**src/rtl/blk_guard_pkg.sv**
```systemverilog
// Shared types for the write guard: request kinds and the configuration
// field layout of status bits 7:2, with its reset value.
package blk_guard_pkg;

    typedef enum logic {
        REQ_ARRAY  = 1'b0,
        REQ_STATUS = 1'b1
    } req_kind_e;

    // Field order matches status bits 7:2 (MSB first).
    typedef struct packed {
        logic       lock_en;
        logic [1:0] wd_sel;
        logic       pup_sel;
        logic [1:0] region;
    } cfg_t;

    localparam cfg_t CFG_RESET = '{lock_en: 1'b0, wd_sel: 2'b11,
                                   pup_sel: 1'b0, region: 2'b00};

endpackage

```
**src/rtl/blk_guard_region.sv**
```systemverilog
// Region decoder: flags an address that lies inside the locked upper part
// of the space. Assumes ADDR_W >= 2. Lock codes are 00 none, 01 top quarter,
// 10 top half and 11 whole space.
module blk_guard_region #(
    parameter int ADDR_W = 15
) (
    input  logic [ADDR_W-1:0] addr_i,
    input  logic [1:0]        region_i,
    output logic              locked_o
);
    localparam int TOP = ADDR_W - 1;

    // Compare the top address bits against the selected fence.
    always_comb begin
        case (region_i)
            2'b00:   locked_o = 1'b0;
            2'b01:   locked_o = &addr_i[TOP -: 2];
            2'b10:   locked_o = addr_i[TOP];
            default: locked_o = 1'b1;
        endcase
    end
endmodule

```
**src/rtl/blk_guard_policy.sv**
```systemverilog
// Grant policy: the combinational decision whether the request seen this
// cycle may start a nonvolatile write. Assumes all inputs are already
// registered state or stable request fields.
module blk_guard_policy
    import blk_guard_pkg::*;
(
    input  logic      valid_i,
    input  req_kind_e kind_i,
    input  logic      locked_i,
    input  logic      wel_i,
    input  logic      busy_i,
    input  logic      lock_en_i,
    input  logic      wp_i,
    output logic      allow_o
);
    logic kind_ok;

    // Pick the check that applies to this kind of write.
    always_comb begin
        if (kind_i == REQ_STATUS) kind_ok = !(lock_en_i && !wp_i);
        else                      kind_ok = !locked_i;
    end

    // A grant needs a request, the latch set, an idle engine and the per-kind check.
    always_comb allow_o = valid_i && wel_i && !busy_i && kind_ok;
endmodule

```
**src/rtl/blk_guard_timer.sv**
```systemverilog
// Busy timer: holds busy for WR_CYC cycles after a start pulse and flags the
// last busy cycle with done_o. Assumes start_i never arrives while busy.
module blk_guard_timer #(
    parameter int WR_CYC = 8
) (
    input  logic clk,
    input  logic rst_n,
    input  logic start_i,
    output logic busy_o,
    output logic done_o
);
    localparam int CNT_W = (WR_CYC > 1) ? $clog2(WR_CYC) : 1;
    localparam logic [CNT_W-1:0] CNT_LOAD = CNT_W'(WR_CYC - 1);

    logic [CNT_W-1:0] cnt_q;

    // Load on start, count down while busy, drop busy after the last cycle.
    always_ff @(posedge clk) begin
        if (!rst_n) begin
            busy_o <= 1'b0;
            cnt_q  <= '0;
        end else if (start_i) begin
            busy_o <= 1'b1;
            cnt_q  <= CNT_LOAD;
        end else if (busy_o) begin
            if (cnt_q == '0) busy_o <= 1'b0;
            else             cnt_q  <= cnt_q - 1'b1;
        end
    end

    // Last busy cycle marker.
    always_comb done_o = busy_o && (cnt_q == '0);
endmodule

```
**src/rtl/blk_write_guard.sv**
```systemverilog
// Write guard top: holds the configuration bits and the write-enable latch,
// grants array and status writes through the policy, and commits a status
// write when its busy window ends. Assumes the request fields are valid
// in the cycle in which req_valid_i is high.
module blk_write_guard
    import blk_guard_pkg::*;
#(
    parameter int ADDR_W = 15,
    parameter int WR_CYC = 8
) (
    input  logic              clk,
    input  logic              rst_n,
    input  logic              wel_set_i,
    input  logic              wel_clr_i,
    input  logic              req_valid_i,
    input  logic              req_kind_i,
    input  logic [ADDR_W-1:0] req_addr_i,
    input  logic [7:0]        req_data_i,
    input  logic              wp_i,
    output logic              grant_o,
    output logic [7:0]        status_o,
    output logic              lock_en_o,
    output logic [1:0]        wd_sel_o,
    output logic              pup_sel_o,
    output logic [1:0]        region_o
);
    cfg_t      cfg_q;
    cfg_t      pend_q;
    req_kind_e kind_q;
    logic      wel_q;
    logic      grant_q;
    logic      locked;
    logic      allow;
    logic      busy;
    logic      done;

    blk_guard_region #(.ADDR_W(ADDR_W)) u_region (
        .addr_i   (req_addr_i),
        .region_i (cfg_q.region),
        .locked_o (locked)
    );

    blk_guard_policy u_policy (
        .valid_i   (req_valid_i),
        .kind_i    (req_kind_e'(req_kind_i)),
        .locked_i  (locked),
        .wel_i     (wel_q),
        .busy_i    (busy),
        .lock_en_i (cfg_q.lock_en),
        .wp_i      (wp_i),
        .allow_o   (allow)
    );

    blk_guard_timer #(.WR_CYC(WR_CYC)) u_timer (
        .clk     (clk),
        .rst_n   (rst_n),
        .start_i (allow),
        .busy_o  (busy),
        .done_o  (done)
    );

    // Register the grant and capture what the granted write will commit.
    always_ff @(posedge clk) begin
        if (!rst_n) begin
            grant_q <= 1'b0;
            kind_q  <= REQ_ARRAY;
            pend_q  <= CFG_RESET;
        end else begin
            grant_q <= allow;
            if (allow) begin
                kind_q <= req_kind_e'(req_kind_i);
                pend_q <= cfg_t'(req_data_i[7:2]);
            end
        end
    end

    // Latch and configuration update: commit at the end of the busy window, strobes only when idle.
    always_ff @(posedge clk) begin
        if (!rst_n) begin
            wel_q <= 1'b0;
            cfg_q <= CFG_RESET;
        end else if (done) begin
            wel_q <= 1'b0;
            if (kind_q == REQ_STATUS) cfg_q <= pend_q;
        end else if (!busy) begin
            if (wel_clr_i)      wel_q <= 1'b0;
            else if (wel_set_i) wel_q <= 1'b1;
        end
    end

    // Output assembly.
    always_comb begin
        grant_o   = grant_q;
        status_o  = {cfg_q, wel_q, busy};
        lock_en_o = cfg_q.lock_en;
        wd_sel_o  = cfg_q.wd_sel;
        pup_sel_o = cfg_q.pup_sel;
        region_o  = cfg_q.region;
    end

    AST_NO_GRANT_WO_WEL: assert property (@(posedge clk) disable iff (!rst_n)
        grant_q |-> $past(wel_q));
    AST_ROM_LOCK_HOLDS: assert property (@(posedge clk) disable iff (!rst_n)
        (grant_q && kind_q == REQ_STATUS) |-> !$past(cfg_q.lock_en && !wp_i));
    AST_LOCKED_NO_GRANT: assert property (@(posedge clk) disable iff (!rst_n)
        (grant_q && kind_q == REQ_ARRAY) |-> !$past(locked));
    AST_BUSY_ON_GRANT: assert property (@(posedge clk) disable iff (!rst_n)
        grant_q |-> busy);
    AST_WEL_DROP_AT_END: assert property (@(posedge clk) disable iff (!rst_n)
        $fell(busy) |-> !wel_q);
    AST_NO_GRANT_BUSY: assert property (@(posedge clk) disable iff (!rst_n)
        grant_q |-> !$past(busy));
    AST_CFG_ONLY_AT_END: assert property (@(posedge clk) disable iff (!rst_n)
        !$stable(cfg_q) |-> $fell(busy));
endmodule

```
**config.mk**
```make
export PLATFORM = sky130hd
export DESIGN_NAME = blk_write_guard
export DESIGN_NICKNAME = d
export VERILOG_FILES = /design/src/rtl/blk_guard_pkg.sv /design/src/rtl/blk_guard_region.sv /design/src/rtl/blk_guard_policy.sv /design/src/rtl/blk_guard_timer.sv /design/src/rtl/blk_write_guard.sv
export SDC_FILE = /design/constraint.sdc
export NUM_CORES = 1
export LEC_CHECK = 0
export CAP_MARGIN = 0
export CORE_UTILIZATION = 40
export CTS_BUF_LIST = sky130_fd_sc_hd__clkbuf_2
export DETAILED_ROUTE_END_ITERATION = 6
export DONT_BUFFER_PORTS = 1
export GPL_TIMING_DRIVEN = 0
export SYNTH_ARGS = -nofsm -noshare
export SYNTH_HDL_FRONTEND = slang
export SYNTH_HIERARCHICAL = 1
export SYNTH_SLANG_ARGS = --single-unit
```
**constraint.sdc**
```tcl
create_clock -name clk -period 1.7 [get_ports clk]
set_input_delay 0.085 -clock clk [delete_from_list [all_inputs] [get_ports clk]]
set_output_delay 0.085 -clock clk [all_outputs]
set_load 0.02 [all_outputs]
```
==> summary.md, run 1 <==
| Metric | Value |
|---|---|
| Fraction of layout cells with a size suffix above 1 | `0.284` |
| Largest stage delay, worst path | `0.43 ns` |
| Hold slack | `0.0270 ns` |
| Status | `complete, no violations` |
| CTS Sinks | `19` |
| Gr usage total | `0.153` |
| Chip width | `50.9 µm` |
| # IOs | `45` |
| Slew of the pin with the lowest slew margin | `0.325 ns` |
| Synthesized area | `957 µm²` |
| CTS Buf Count | `3` |
| Startpoint types | `flip-flop` |
| CP max FO | `8` |
| WS Path Type | `reg -> reg` |
| Mapped Nets | `127` |
| Max Clock Freq | `636 MHz` |
| First-pass GRT wire length | `2890 µm` |
| Req. time, crit path | `1.92 ns` |
| Row count | `17` |
| Overall Power | `0.755 mW` |
| Via count | `674` |
| # setup viols final | `0` |
| H-tree depth | `1` |
| Clk_lat worst skew | `0.31 ns` |
| CTS tree | `yes` |
| Post-route DRC | `0` |
| Avg Inst Size Synth | `10.1 µm²` |
| Largest family of logic cells by synthesized area | `simple AND/OR/NAND/NOR gates` |
| LEAKAGE | `0.442 nW` |
| Slowest stage cell, crit path | `dfxtp_1` |
| Worst-path clk slew | `0.17 ns` |
| Crit-path cells | `and3b_1 -> a2111oi_4 -> buf_6 -> mux2i_1 -> nand2_1` |
| Simple-gate share of the synthesized area | `0.214` |
| Post-synthesis compound-gate area fraction | `0.144` |
| Worst Setup SP | `lock_en_o$_SDFFE_PN0P_` |
| Iter 0 DRT Violations | `6` |
| Post-synth ARST share | `0` |
| Final #Nets | `142` |
| Area contributors post-synth | `dfxtp_1 (40%), buf_4 (7.8%), mux2i_1 (7.3%), nor2b_1 (3.9%), o21ai_2 (3.7%)` |
| Die H | `50.9 µm` |
| Multi-input gate area | `438 µm²` |
| Syn Inst Count | `95` |
| Initial DRT Pass Iterations | `3` |
| Routed Antenna Nets | `0` |
| Post-Layout Inst Area | `1120 µm²` |
| Gr ovfl total | `0` |
| Fin Setup TNS | `0 ns` |
| Largest net degree at the start of global routing | `11` |
| Power Dens Cells | `676 nW/µm²` |
| CP Capture Type | `flip-flop` |
| Worst min path class | `in -> reg` |
| Vias in the first global route | `644` |
| Antenna cells | `0` |
| Crit path buffers/inverters | `1` |
| Mux share of post-synthesis cell area | `0.0732` |
| Post-synth top area cell | `dfxtp_1` |
| RSZ-0062 raised after global routing | `no` |
| Yosys warning count | `6` |
| Max IR drop VDD | `538 µV` |
| Fill cells | `217` |
| Clk_skew | `0.00790 ns` |
| Flop and latch count out of synthesis | `19` |
| WL/cell | `12.7 µm` |
| Top_reg_cell synth | `dfxtp_1` |
| Worst path arrival time | `1.79 ns` |
| CP top delay family | `flip-flops` |
| Relative max-transition margin | `0.780` |
| Post-Synth XOR/XNOR Area | `0` |
| Post-synth EDFFs | `0` |
| Final Hold Viols | `0` |
| Period minus WS final | `1.57 ns` |
| Port Buffers | `0` |
| Maximum clock path buffer count | `2` |
| Crit share post-route | `0.925` |
| Via/cell ratio | `4.92` |
| Antenna violations before repair | `0` |
| Max_cap viols | `0` |
| Library cells used by synthesis | `31` |
| Slew Limit Fails | `0` |
| Full die area | `2590 µm²` |
| Hold Path Origin | `rst_n` |
| Register Area | `383 µm²` |
| Worst r2r src | `lock_en_o$_SDFFE_PN0P_` |
| Initial core utilization | `0.429` |
| Register area share after synthesis | `0.397` |
| Root Buffer | `clkbuf_2` |
| Routability congestion estimate | `0.653` |
| Core ar. | `2230 µm²` |
| WL final | `1730 µm` |
| Synth-to-layout area growth | `16.6%` |
| Synth top area share | `0.397` |
| Placed Instance Area | `992 µm²` |
| Post-Synth Adder-Cell Area | `0.0261` |
[stage by stage]
stage          instances  setup slack [ns]  utilization
2_1_floorplan         95            0.0811            -
3_3_place_gp         123            -0.100        0.444
3_5_place_dp         123            -0.117        0.444
4_1_cts              137            0.0194        0.499
5_1_grt              137         0.0000357        0.500
6_report             137             0.128        0.500
[tightest hold or removal path, stage by stage]
cell	delay [ns]
buf_6	0.12
nand2_1	0.08
o21ai_2	0.05
[metal layers]
metal  global-route usage  wire, µm
met5                    0         0
met4               0.0741        14
met3               0.0595        76
met2                0.248       866
met1                0.175       777
[cells in the final DEF, fill, tap and decap left out]
cell type	n
a2111oi_4	1
a211oi_1	1
and2_1	1
and2_2	1
and2_4	2
and3b_1	1
buf_4	10
buf_6	3
buf_8	1
clkbuf_2	4
dfxtp_1	17
dfxtp_2	2
dlygate4sd3_1	9
ha_1	2
inv_1	7
mux2i_1	7
nand2_1	9
nand2b_1	1
nand2b_4	1
nand3_1	3
nand4_1	4
nand4b_1	1
nor2_1	1
nor2b_1	6
nor3_1	1
nor3b_1	1
nor4b_1	1
o2111a_1	1
o211ai_2	2
o21a_1	1
o21ai_1	1
o21ai_2	4
o311a_1	1
o31a_1	1
[power breakdown]
part | total (mW) | internal [mW] | switching, mW
combinational | 0.0919 | 0.0507 | 0.0412
sequential | 0.464 | 0.456 | 0.00755
clock | 0.199 | 0.0623 | 0.136
[worst paths after layout]
path / end / slack [ns] / cells past startpoint
min reg2reg: region_o[1]$_SDFFE_PN0P_ / 0.48 / 2
min: region_o[1]$_SDFFE_PN0P_ / 0.03 / 3
max: pend_q[3]$_SDFFE_PN1P_ / 0.13 / 5
max reg2reg: pend_q[3]$_SDFFE_PN1P_ / 0.13 / 5
[what timing repair did]
| item | CTS | global route |
|---|---|---|
| hold buffers | 9 | 0 |
| pin swaps | 1 | 1 |
| buffers inserted | 1 | 0 |
| resized for setup | 1 | 2 |
| setup endpoints to repair | 7 | 9 |
| endpoints found under the hold margin | 12 | 0 |
[Yosys cell counts (all sizes together) (2+ instances only)]
library cell / instances
and2: 4
buf: 13
dfxtp: 19
ha: 2
inv: 7
mux2i: 7
nand2: 9
nand2b: 2
nand3: 3
nand4: 4
nor2b: 6
o211ai: 2
o21ai: 5
[area by class of cell]
cell class              instances  share of cell area
plain buffers                  13               0.104
clock buffers                   4              0.0179
inverters                       7              0.0235
multi-input cells              56               0.392
flip-flops and latches         19               0.343
well taps                      28              0.0314
repair buffers                 10              0.0874
[kinds of logic (layout without fill, tap and decap cells)]
kind of cell	count (synthesis)	after routing
buf+inv	20	34
simple gates	34	34
fa+ha+maj	2	2
flops	19	19
compound gates	13	13
mux	7	7
[state kept, by name, indices dropped and copies added (netlist names)]
signal and flops:
lock_en_o 1, wel_q 1, pup_sel_o 1, u_timer/busy_o 1, u_timer/cnt_q 3, grant_o 1
pend_q 6, wd_sel_o 2, kind_q 1, region_o 2
Power figures use the tool's default switching activity.
==> run 2: changes to the inputs <==
--- a/config.mk
+++ b/config.mk
@@ -6,7 +6,7 @@
 export NUM_CORES = 1
 export LEC_CHECK = 0
 export CAP_MARGIN = 0
-export CORE_UTILIZATION = 40
+export CORE_UTILIZATION = 50
 export CTS_BUF_LIST = sky130_fd_sc_hd__clkbuf_2
 export DETAILED_ROUTE_END_ITERATION = 6
 export DONT_BUFFER_PORTS = 1
==> run 2 against run 1 <==
  * Cell count decreased by 2.2%
  * Critical endpoint is now pend_q[4]$_SDFFE_PN1P_
  * Worst hold slack improved by 0.026 ns
  * Clock skew decreased by 0.0054 ns
  * Cell area decreased by 0.22%
  * Register-to-register slack about the same
  * Global-route usage increased by 2.7 points
==> summary.md, run 2 (synthesis gave the netlist of run 1 again) <==
| Metric | Value |
|---|---|
| Gr ovfl total | `0 (unchanged)` |
| Number of flip-flops in the largest register | `6 (unchanged)` |
| Synth-to-layout area growth | `16.3%` |
| Maximum clock path buffer count | `2 (unchanged)` |
| Routability congestion estimate | `0.689 (+5.6%)` |
| Full die area | `2090 µm² (-19%)` |
| RSZ-0062 raised after global routing | `no` |
| First-pass GRT wire length | `2530 µm (-12%)` |
| # IOs | `45 (unchanged)` |
| Status | `complete, no violations` |
| Max IR drop VDD | `579 µV (+7.6%)` |
| Initial DRT Pass Iterations | `3 (unchanged)` |
| Core ar. | `1760 µm² (-21%)` |
| Startpoint types | `flip-flop` |
| Worst Hold Depth | `2 (-1)` |
| Post-route DRC | `0 (unchanged)` |
| Antenna cells | `0 (unchanged)` |
| Fill cells | `168 (-23%)` |
| CTS tree | `yes` |
| Gr usage total | `0.180 (+0.0266)` |
| Slew Limit Fails | `0 (unchanged)` |
| Req. time, crit path | `1.93 ns (about the same)` |
| Crit share post-route | `0.924 (about the same)` |
| H-tree depth | `1 (unchanged)` |
| Largest regs | `pend_q: 6 flops, u_timer/cnt_q: 3 flops` |
| Power Dens Cells | `675 nW/µm² (-0.12%)` |
| Relative max-transition margin | `0.765 (-0.0151)` |
| Most common cell after layout, fill and taps aside | `dfxtp_1` |
| CP Capture Type | `flip-flop` |
| Vias in the first global route | `572 (-11%)` |
| Row count | `15 (-2)` |
| Commonest non-fill, non-tap cells in the layout | `dfxtp_1 (18), buf_4 (10), nand2_1 (9), dlygate4sd3_1 (9)` |
| Period minus WS final | `1.57 ns (-0.00152 ns)` |
| Chip width | `45.8 µm (-10%)` |
| Core Util, Final | `0.631 (+0.131)` |
| Max_cap viols | `0 (unchanged)` |
| Iter 0 DRT Violations | `6 (unchanged)` |
| Final HPWL DP | `1180 µm` |
| LEAKAGE | `0.442 nW (-0.11%)` |
| Routed Antenna Nets | `0 (unchanged)` |
| R2R cell count | `5 (unchanged)` |
| # setup viols final | `0 (unchanged)` |
| Biggest register | `pend_q` |
| WL/cell | `12.9 µm (+2.3%)` |
| Worst-path clk slew | `0.18 ns (about the same)` |
| Root Buffer | `clkbuf_2` |
| Reg-to-Reg End | `pend_q[4]$_SDFFE_PN1P_` |
| Worst path arrival time | `1.81 ns (+0.02 ns)` |
| Worst slack at placement | `-0.126 ns (-0.00888 ns)` |
| Slew of the pin with the lowest slew margin | `0.352 ns (+0.0268 ns)` |
| Largest net degree at the start of global routing | `12 (+1)` |
| Worst min path class | `in -> reg` |
| Register-to-register setup slack | `0.13 ns (about the same)` |
| Port Buffers | `0 (unchanged)` |
| Via count | `681 (+1.0%)` |
| Clk_lat worst skew | `0.32 ns (about the same)` |
| CTS Sinks | `19 (unchanged)` |
| Worst r2r src | `lock_en_o$_SDFFE_PN0P_` |
| Initial core utilization | `0.543 (+0.114)` |
| Setup WS post-layout | `0.130 ns (+0.00152 ns)` |
| Final Hold Viols | `0 (unchanged)` |
| WS Path Type | `reg -> reg` |
| CTS Buf Count | `3 (unchanged)` |
| Via/cell ratio | `5.08 (+3.3%)` |
| Fraction of layout cells with a size suffix above 1 | `0.275 (-0.00917)` |
| CP max FO | `8 (unchanged)` |
| Worst Setup SP | `lock_en_o$_SDFFE_PN0P_` |
| Critical path destination | `pend_q[4]$_SDFFE_PN1P_` |
| WL final | `1740 µm (about the same)` |
| Die H | `45.8 µm (-10%)` |
| Antenna violations before repair | `0 (unchanged)` |
| Max Clock Freq | `637 MHz (about the same)` |
| Clk_skew | `0.00250 ns (-0.00540 ns)` |
| Final #Nets | `142 (unchanged)` |
| Fin Setup TNS | `0 ns (unchanged)` |
run 2: cell type report:
type	count	area (µm²)	share of cell area
plain buffers	13	116	0.104
clock inverters	1	5.00	0.00449
multi-input cells	56	438	0.393
well taps	25	31.3	0.0281
inverters	7	26.3	0.0236
repair buffers	10	97.6	0.0876
clock buffers	3	15.0	0.0135
flip-flops and latches	19	384	0.345
run 2: metal layers:
metal / global-route usage / share of wire
met2: 0.246 / 0.43
met3: 0.0238 / 0.041
met4: 0.124 / 0.025
met5: 0 / 0
met1: 0.259 / 0.50
run 2: timing repair:
action	in CTS	in global routing
gates resized for setup	1	2
pin swaps	1	1
setup endpoints to repair	7	5
setup buffers	1	0
hold buffers	9	0
hold endpoints to repair	14	0
run 2: critical path, stage by stage, from the launching register on:
cell,delay (ns)
dfxtp_1,0.44
and3b_1,0.25
a2111oi_4,0.33
buf_6,0.21
mux2i_1,0.19
nand2_1,0.08
run 2: report_power, final:
part           total [mW]  switching [mW]  internal (mW)
combinational      0.0908          0.0404         0.0505
clock               0.198           0.144         0.0533
sequential          0.463         0.00849          0.455
run 2: how the worst min path moves through the flow:
| stage | startpoint | endpoint | slack [ns] |
|---|---|---|---|
| 3_3_place_gp | rst_n | u_timer/busy_o$_SDFF_PN0_ | 0.21 |
| 3_5_place_dp | rst_n | u_timer/busy_o$_SDFF_PN0_ | 0.21 |
| 4_1_cts | wel_set_i | wel_q$_SDFFE_PP0P_ | 0.04 |
| 2_1_floorplan | rst_n | u_timer/busy_o$_SDFF_PN0_ | 0.20 |
| 6_report | wel_set_i | wel_q$_SDFFE_PP0P_ | 0.05 |
| 5_1_grt | wel_set_i | wel_q$_SDFFE_PP0P_ | 0.05 |
run 2: through the flow:
step	instance area [µm²]	cells	total power, mW	hold WS, ns
4_1_cts	1110	134	0.772	0.0369
3_3_place_gp	988	120	0.543	0.208
2_1_floorplan	957	95	0.533	0.202
5_1_grt	1110	134	0.792	0.0523
3_5_place_dp	988	120	0.546	0.207
6_report	1110	134	0.752	0.0529
